==> src/rtl/cmp_pkg.sv <==
package cmp_pkg;
  typedef enum logic [1:0] {
    EDGE_NONE = 2'b00,
    EDGE_RISE = 2'b01,
    EDGE_FALL = 2'b10,
    EDGE_ANY  = 2'b11
  } edge_sel_e;
endpackage

==> src/rtl/cmp_sync.sv <==
// Flop chain bringing the asynchronous comparator result into the clock domain.
// hold freezes the chain; zero forces every stage to 0.
module cmp_sync #(
  parameter int DEPTH = 2
) (
  input  logic clk,
  input  logic rst_n,
  input  logic hold,
  input  logic zero,
  input  logic d,
  output logic q
);
  logic [DEPTH-1:0] stage;

  always_ff @(posedge clk or negedge rst_n) begin
    if (!rst_n)     stage <= '0;
    else if (hold)  stage <= stage;
    else if (zero)  stage <= '0;
    else            stage <= {stage[DEPTH-2:0], d};
  end

  assign q = stage[DEPTH-1];
endmodule

==> src/rtl/cmp_edge_flag.sv <==
// Edge detector on the synchronized sample plus the sticky event flag.
module cmp_edge_flag
  import cmp_pkg::*;
(
  input  logic       clk,
  input  logic       rst_n,
  input  logic       hold,
  input  logic       zero,
  input  logic       sample,
  input  logic [1:0] edge_sel,
  input  logic       clr,
  output logic       flag
);
  logic prev;
  logic rise, fall, hit;

  always_ff @(posedge clk or negedge rst_n) begin
    if (!rst_n)     prev <= 1'b0;
    else if (hold)  prev <= prev;
    else if (zero)  prev <= 1'b0;
    else            prev <= sample;
  end

  assign rise = sample & ~prev;
  assign fall = ~sample & prev;

  always_comb begin
    unique case (edge_sel_e'(edge_sel))
      EDGE_RISE: hit = rise;
      EDGE_FALL: hit = fall;
      EDGE_ANY:  hit = rise | fall;
      default:   hit = 1'b0;
    endcase
    if (zero) hit = 1'b0;
  end

  // An event in the same cycle as a clear wins.
  always_ff @(posedge clk or negedge rst_n) begin
    if (!rst_n)     flag <= 1'b0;
    else if (hold)  flag <= flag;
    else            flag <= (flag & ~clr) | hit;
  end
endmodule

==> src/rtl/cmp_channel.sv <==
// One comparator's digital path: polarity, pad drive, synchronizer, event flag.
module cmp_channel #(
  parameter int SYNC_DEPTH = 2
) (
  input  logic       clk,
  input  logic       rst_n,
  input  logic       active,
  input  logic       freeze,
  input  logic       invert,
  input  logic       pad_oe,
  input  logic [1:0] edge_sel,
  input  logic       irq_en,
  input  logic       flag_clr,
  input  logic       raw,
  output logic       pad_out,
  output logic       pad_drv,
  output logic       status,
  output logic       flag,
  output logic       irq
);
  logic adj;

  assign adj     = raw ^ invert;
  assign pad_drv = pad_oe & active;
  assign pad_out = pad_drv & adj;

  cmp_sync #(.DEPTH(SYNC_DEPTH)) u_sync (
    .clk  (clk),
    .rst_n(rst_n),
    .hold (freeze),
    .zero (~active),
    .d    (adj),
    .q    (status)
  );

  cmp_edge_flag u_evt (
    .clk     (clk),
    .rst_n   (rst_n),
    .hold    (freeze),
    .zero    (~active),
    .sample  (status),
    .edge_sel(edge_sel),
    .clr     (flag_clr),
    .flag    (flag)
  );

  assign irq = flag & irq_en;
endmodule

==> src/rtl/cmp_event_ctrl.sv <==
module cmp_event_ctrl #(
  parameter int NCMP       = 2,
  parameter int SYNC_DEPTH = 2
) (
  input  logic                 clk,
  input  logic                 rst_n,
  input  logic [NCMP-1:0]      en_i,
  input  logic [NCMP-1:0]      invert_i,
  input  logic [NCMP-1:0]      pad_oe_i,
  input  logic [NCMP-1:0]      pos_sel_i,
  input  logic [NCMP-1:0][1:0] neg_sel_i,
  input  logic [NCMP-1:0][1:0] edge_sel_i,
  input  logic [NCMP-1:0]      irq_en_i,
  input  logic [NCMP-1:0]      flag_clr_i,
  input  logic                 idle_stop_i,
  input  logic                 idle_mode_i,
  input  logic                 frz_en_i,
  input  logic                 dbg_halt_i,
  input  logic [NCMP-1:0]      raw_i,
  output logic [NCMP-1:0]      pos_sel_o,
  output logic [NCMP-1:0][1:0] neg_sel_o,
  output logic [NCMP-1:0]      pad_out_o,
  output logic [NCMP-1:0]      pad_drv_o,
  output logic [NCMP-1:0]      status_o,
  output logic [NCMP-1:0]      flag_o,
  output logic [NCMP-1:0]      irq_o
);
  logic freeze;
  logic idle_off;

  assign freeze   = frz_en_i & dbg_halt_i;
  assign idle_off = idle_stop_i & idle_mode_i;

  assign pos_sel_o = pos_sel_i;
  assign neg_sel_o = neg_sel_i;

  for (genvar i = 0; i < NCMP; i++) begin : g_ch
    cmp_channel #(.SYNC_DEPTH(SYNC_DEPTH)) u_ch (
      .clk     (clk),
      .rst_n   (rst_n),
      .active  (en_i[i] & ~idle_off),
      .freeze  (freeze),
      .invert  (invert_i[i]),
      .pad_oe  (pad_oe_i[i]),
      .edge_sel(edge_sel_i[i]),
      .irq_en  (irq_en_i[i]),
      .flag_clr(flag_clr_i[i]),
      .raw     (raw_i[i]),
      .pad_out (pad_out_o[i]),
      .pad_drv (pad_drv_o[i]),
      .status  (status_o[i]),
      .flag    (flag_o[i]),
      .irq     (irq_o[i])
    );
  end
endmodule

==> config.mk <==
export PLATFORM = sky130hd
export DESIGN_NAME = cmp_event_ctrl
export DESIGN_NICKNAME = d
export VERILOG_FILES = /design/src/rtl/cmp_pkg.sv /design/src/rtl/cmp_sync.sv /design/src/rtl/cmp_edge_flag.sv /design/src/rtl/cmp_channel.sv /design/src/rtl/cmp_event_ctrl.sv
export SDC_FILE = /design/constraint.sdc
export NUM_CORES = 1
export LEC_CHECK = 0
export ABC_AREA = 0
export CORE_UTILIZATION = 34
export DETAILED_ROUTE_END_ITERATION = 8
export DONT_BUFFER_PORTS = 1
export PLACE_DENSITY = 0.45
export SYNTH_ARGS = -nofsm -noshare
export SYNTH_HDL_FRONTEND = slang
export SYNTH_SLANG_ARGS = --single-unit
==> constraint.sdc <==
create_clock -name clk -period 1.43 [get_ports clk]
set_input_delay 0.286 -clock clk [delete_from_list [all_inputs] [get_ports clk]]
set_output_delay 0.286 -clock clk [all_outputs]
set_load 0.05 [all_outputs]
==> key figures, run 1 <==
CTS
  – Clock tree sinks: 8
  – Root buffer selected by CTS: sky130_fd_sc_hd__clkbuf_4
  – Number of buffers inserted during clock tree synthesis: 3
  – Clock latency reported for the late side of the worst-skew pair: 250 ps
  – Buffers inserted during post-CTS setup optimization: 0
  – TritonCTS clock tree: done
  – Clock transition time at the flip-flop clock pins of the worst setup and hold paths: around 50 ps
  – H-tree depth: 1
  – Maximum root-to-sink buffer count: 2

Route
  – First DRT Iteration DRCs: 4
  – WL final: 951 um
  – Count of vias placed by the detailed router: 431
  – Via/cell ratio: 4.63
  – Detailed-router iteration count before antenna repair: 4
  – Routed len/inst: 10.2 um
  – Antenna viol nets, final: 0
  – Number of DRC violations after detailed routing: 0

Worst setup path
  – Kind of critical path: reg2out
  – Largest driver fanout on the critical path: 2
  – Crit path capture type: primary output
  – End of the worst register-to-register path: g_ch[1].u_ch.u_evt.flag
  – Peak per-stage delay on the critical path: about 370 ps
  – Cell with the largest stage delay on the worst path: sky130_fd_sc_hd__dfrtp_1
  – Required time of the critical path: ~1100 ps
  – Worst-case reg-to-reg path depth: 5
  – Cell-by-cell trace of the critical path: and2_1 > buf_12
  – Setup slack on the worst flop-to-flop path: 340 ps
  – Crit path launch type: flop
  – CP Data Arrival Time: 960 ps
  – Startpoint of the worst register-to-register path: g_ch[1].u_ch.u_evt.prev

Timing
  – Worst slew margin relative to its limit: 76.4%
  – Least setup slack across all paths after layout: 188 ps
  – Max-slew violation total from the final report: 0
  – Setup repair after global routing missed its margin: false
  – Actual transition at the worst max-transition pin: 353 ps
  – Maximum clock rate: 805 MHz
  – Final Hold Fails: 0
  – Sum of negative setup slack: 0 ps
  – Final setup violation count: 0
  – Setup skew after layout: 0.160 ps
  – Post-route clock period utilization: 86.9%
  – Post-route minimum period: 1240 ps

Worst hold path
  – Worst Hold Class: in2reg
  – Hold Path Origin: en_i[1]
  – Hold endpoint: g_ch[1].u_ch.u_sync.stage[0]
  – Cell depth of the worst hold path: 2

Die
  – Initial cell density of the core: 36.0%
  – Std cell rows: 15
  – Vertical extent of the die: 44.8 um
  – Die area: 0.00200 mm^2
  – Area of the core region: roughly 0.0017 mm^2
  – Total I/O pin count: 44
  – Die Wd: approximately 45 um

Placement
  – Quantity of I/O buffers inserted on ports: 0
  – GP Congestion: about 0.64
  – Post-detailed-placement half-perimeter wirelength: 813 um
  – Worst setup slack after placement: 265 ps
  – Cell count after placement: just under 90

Cells and area
  – Layout-stage area growth over the synthesis result: 11.1%
  – Area used by multi-input combinational logic: 272 um^2
  – Final Core Density: roughly 40%
  – Number of standard cells in the layout, taps in and fillers out: 93
  – ANT cells: 0
  – Count of nets after finishing: a little over 100
  – Proportion of layout cells with a drive suffix above 1: 27.9%
  – Commonest cells after routing, fill and taps aside: sky130_fd_sc_hd__inv_1 (8), sky130_fd_sc_hd__dfrtp_1 (8), sky130_fd_sc_hd__nand2_1 (7), sky130_fd_sc_hd__buf_4 (6), sky130_fd_sc_hd__o22ai_1 (5)
  – Fill cell total of the finished layout: 192
  – Area taken by flip-flops and latches: ~200 um^2

Synth
  – Area share of the largest cell type after synthesis: roughly 32%
  – Cell type with the highest aggregate area in the netlist: sky130_fd_sc_hd__dfrtp_1
  – Leading post-synthesis cells by cell area: sky130_fd_sc_hd__dfrtp_1 (32%), sky130_fd_sc_hd__buf_4 (19%), sky130_fd_sc_hd__ha_1 (8.0%), sky130_fd_sc_hd__o22ai_1 (5.0%), sky130_fd_sc_hd__inv_1 (4.8%)
  – Post-synthesis area per instance: 8.88 um^2
  – Yosys cell types: 17
  – Netlist Area Pre-Place: between 600 and 700 um^2
  – Synthesized Nets: slightly above 100
  – Synthesis Warnings: 0
  – Proportion of synthesized chip area in sequential cells: about a third
  – Number of instances in the synthesized netlist: 70
  – Number of register bits inferred by synthesis: 8

Power
  – Total power: approximately 0.55 mW
  – Static Leak: 0.316 nW
  – Total power density per cell area: 803 mW/mm^2
  – VDD IR max: 320 uV

Run
  – Max-cap violation count: 0

Global route
  – Pin count of the biggest net entering global routing: 10
  – Antenna violations before repair: 0
  – Number of global-route vias before repair: 399
  – Global-route wire length before repair: around 1.5 mm
  – Overflow left after global routing: 0
  – Gr usage total: 10.8%

Outcome
  – Outcome: finished clean
registers in the layout (all words and copies together), names as in the netlist:
name / flops
g_ch.u_ch.u_evt.prev: 2
g_ch.u_ch.u_evt.flag: 2
g_ch.u_ch.u_sync.stage: 4
cell type report:
class                      instances  share of cell area (%)
clock buffer                       3                    3.26
inverter                           8                    4.35
multi-input combinational         38                    39.3
sequential                         8                    29.0
tap                               25                    4.53
timing repair buffer              11                    19.6
metal layers:
| metal | GRT usage, % | part of all wire, % | vias to the layer above |
|---|---|---|---|
| met5 | 0 | 0 | - |
| met1 | 13.6 | 43 | 190 |
| met4 | 9.70 | 1.7 | 0 |
| li1 | - | - | 210 |
| met2 | 15.3 | 43 | 29 |
| met3 | 2.40 | 12 | 2 |
logic make-up after synthesis:
group                    share of synthesized area [%]
buffers and inverters                             24.1
AND/OR/NAND/NOR                                   20.5
AO/OA/AOI/OAI                                     9.05
flip-flops                                        32.2
adder cells (fa/ha/maj)                           8.05
XOR/XNOR                                          2.82
multiplexers                                      3.22
cells in the mapped netlist, drive strengths merged:
library cell and instances:
nand3 2, and2b 2, mux2i 2, o22ai 5, a21oi 2, nand2 9
o21ai 3, nor2 2, and2 3, ha 4, xnor2 2, inv 8
and3 2, dfrtp 8, buf 16
worst max-delay path, delay by kind of cell (launching register included):
kind | cells | cell delay [ps]
buf+inv | 1 | 150
flops | 1 | 370
simple gates | 1 | 190
worst max path at each step:
stage,from,end,slack (ps),cells past startpoint
after floorplan,idle_stop_i,pad_out_o[0],300,4
after global placement,idle_stop_i,pad_out_o[0],280,4
after detailed placement,idle_stop_i,pad_out_o[1],260,4
after CTS,g_ch[1].u_ch.u_evt.flag,irq_o[1],180,2
after global routing,g_ch[1].u_ch.u_evt.flag,irq_o[1],140,2
final,g_ch[1].u_ch.u_evt.flag,irq_o[1],190,2
per-stage QoR:
step           area, um^2  hold slack (ps)
3_5_place_dp          658            -9.35
3_3_place_gp          658            -9.44
4_1_cts               691              203
2_1_floorplan         622            -9.59
6_report              691              212
5_1_grt               691              202
timing repair:
item | in CTS | in global routing
hold buffers | 1 | 0
endpoints found under the hold margin | 8 | 0
endpoints found under the setup margin | 0 | 0
resized for setup | 0 | 0
power breakdown:
| group | total (mW) | switching [mW] | internal, mW |
|---|---|---|---|
| registers | 0.245 | 0.00609 | 0.239 |
| clock network | 0.167 | 0.0710 | 0.0956 |
| logic | 0.144 | 0.0863 | 0.0572 |
No activity file was read; power rests on OpenSTA's default activity.
==> inputs of run 2 (changes only) <==
CTS_CLUSTER_DIAMETER = 100   (was default)
==> results of run 2 <==
The final DEF is identical to that of run 1; final timing and power are the same.
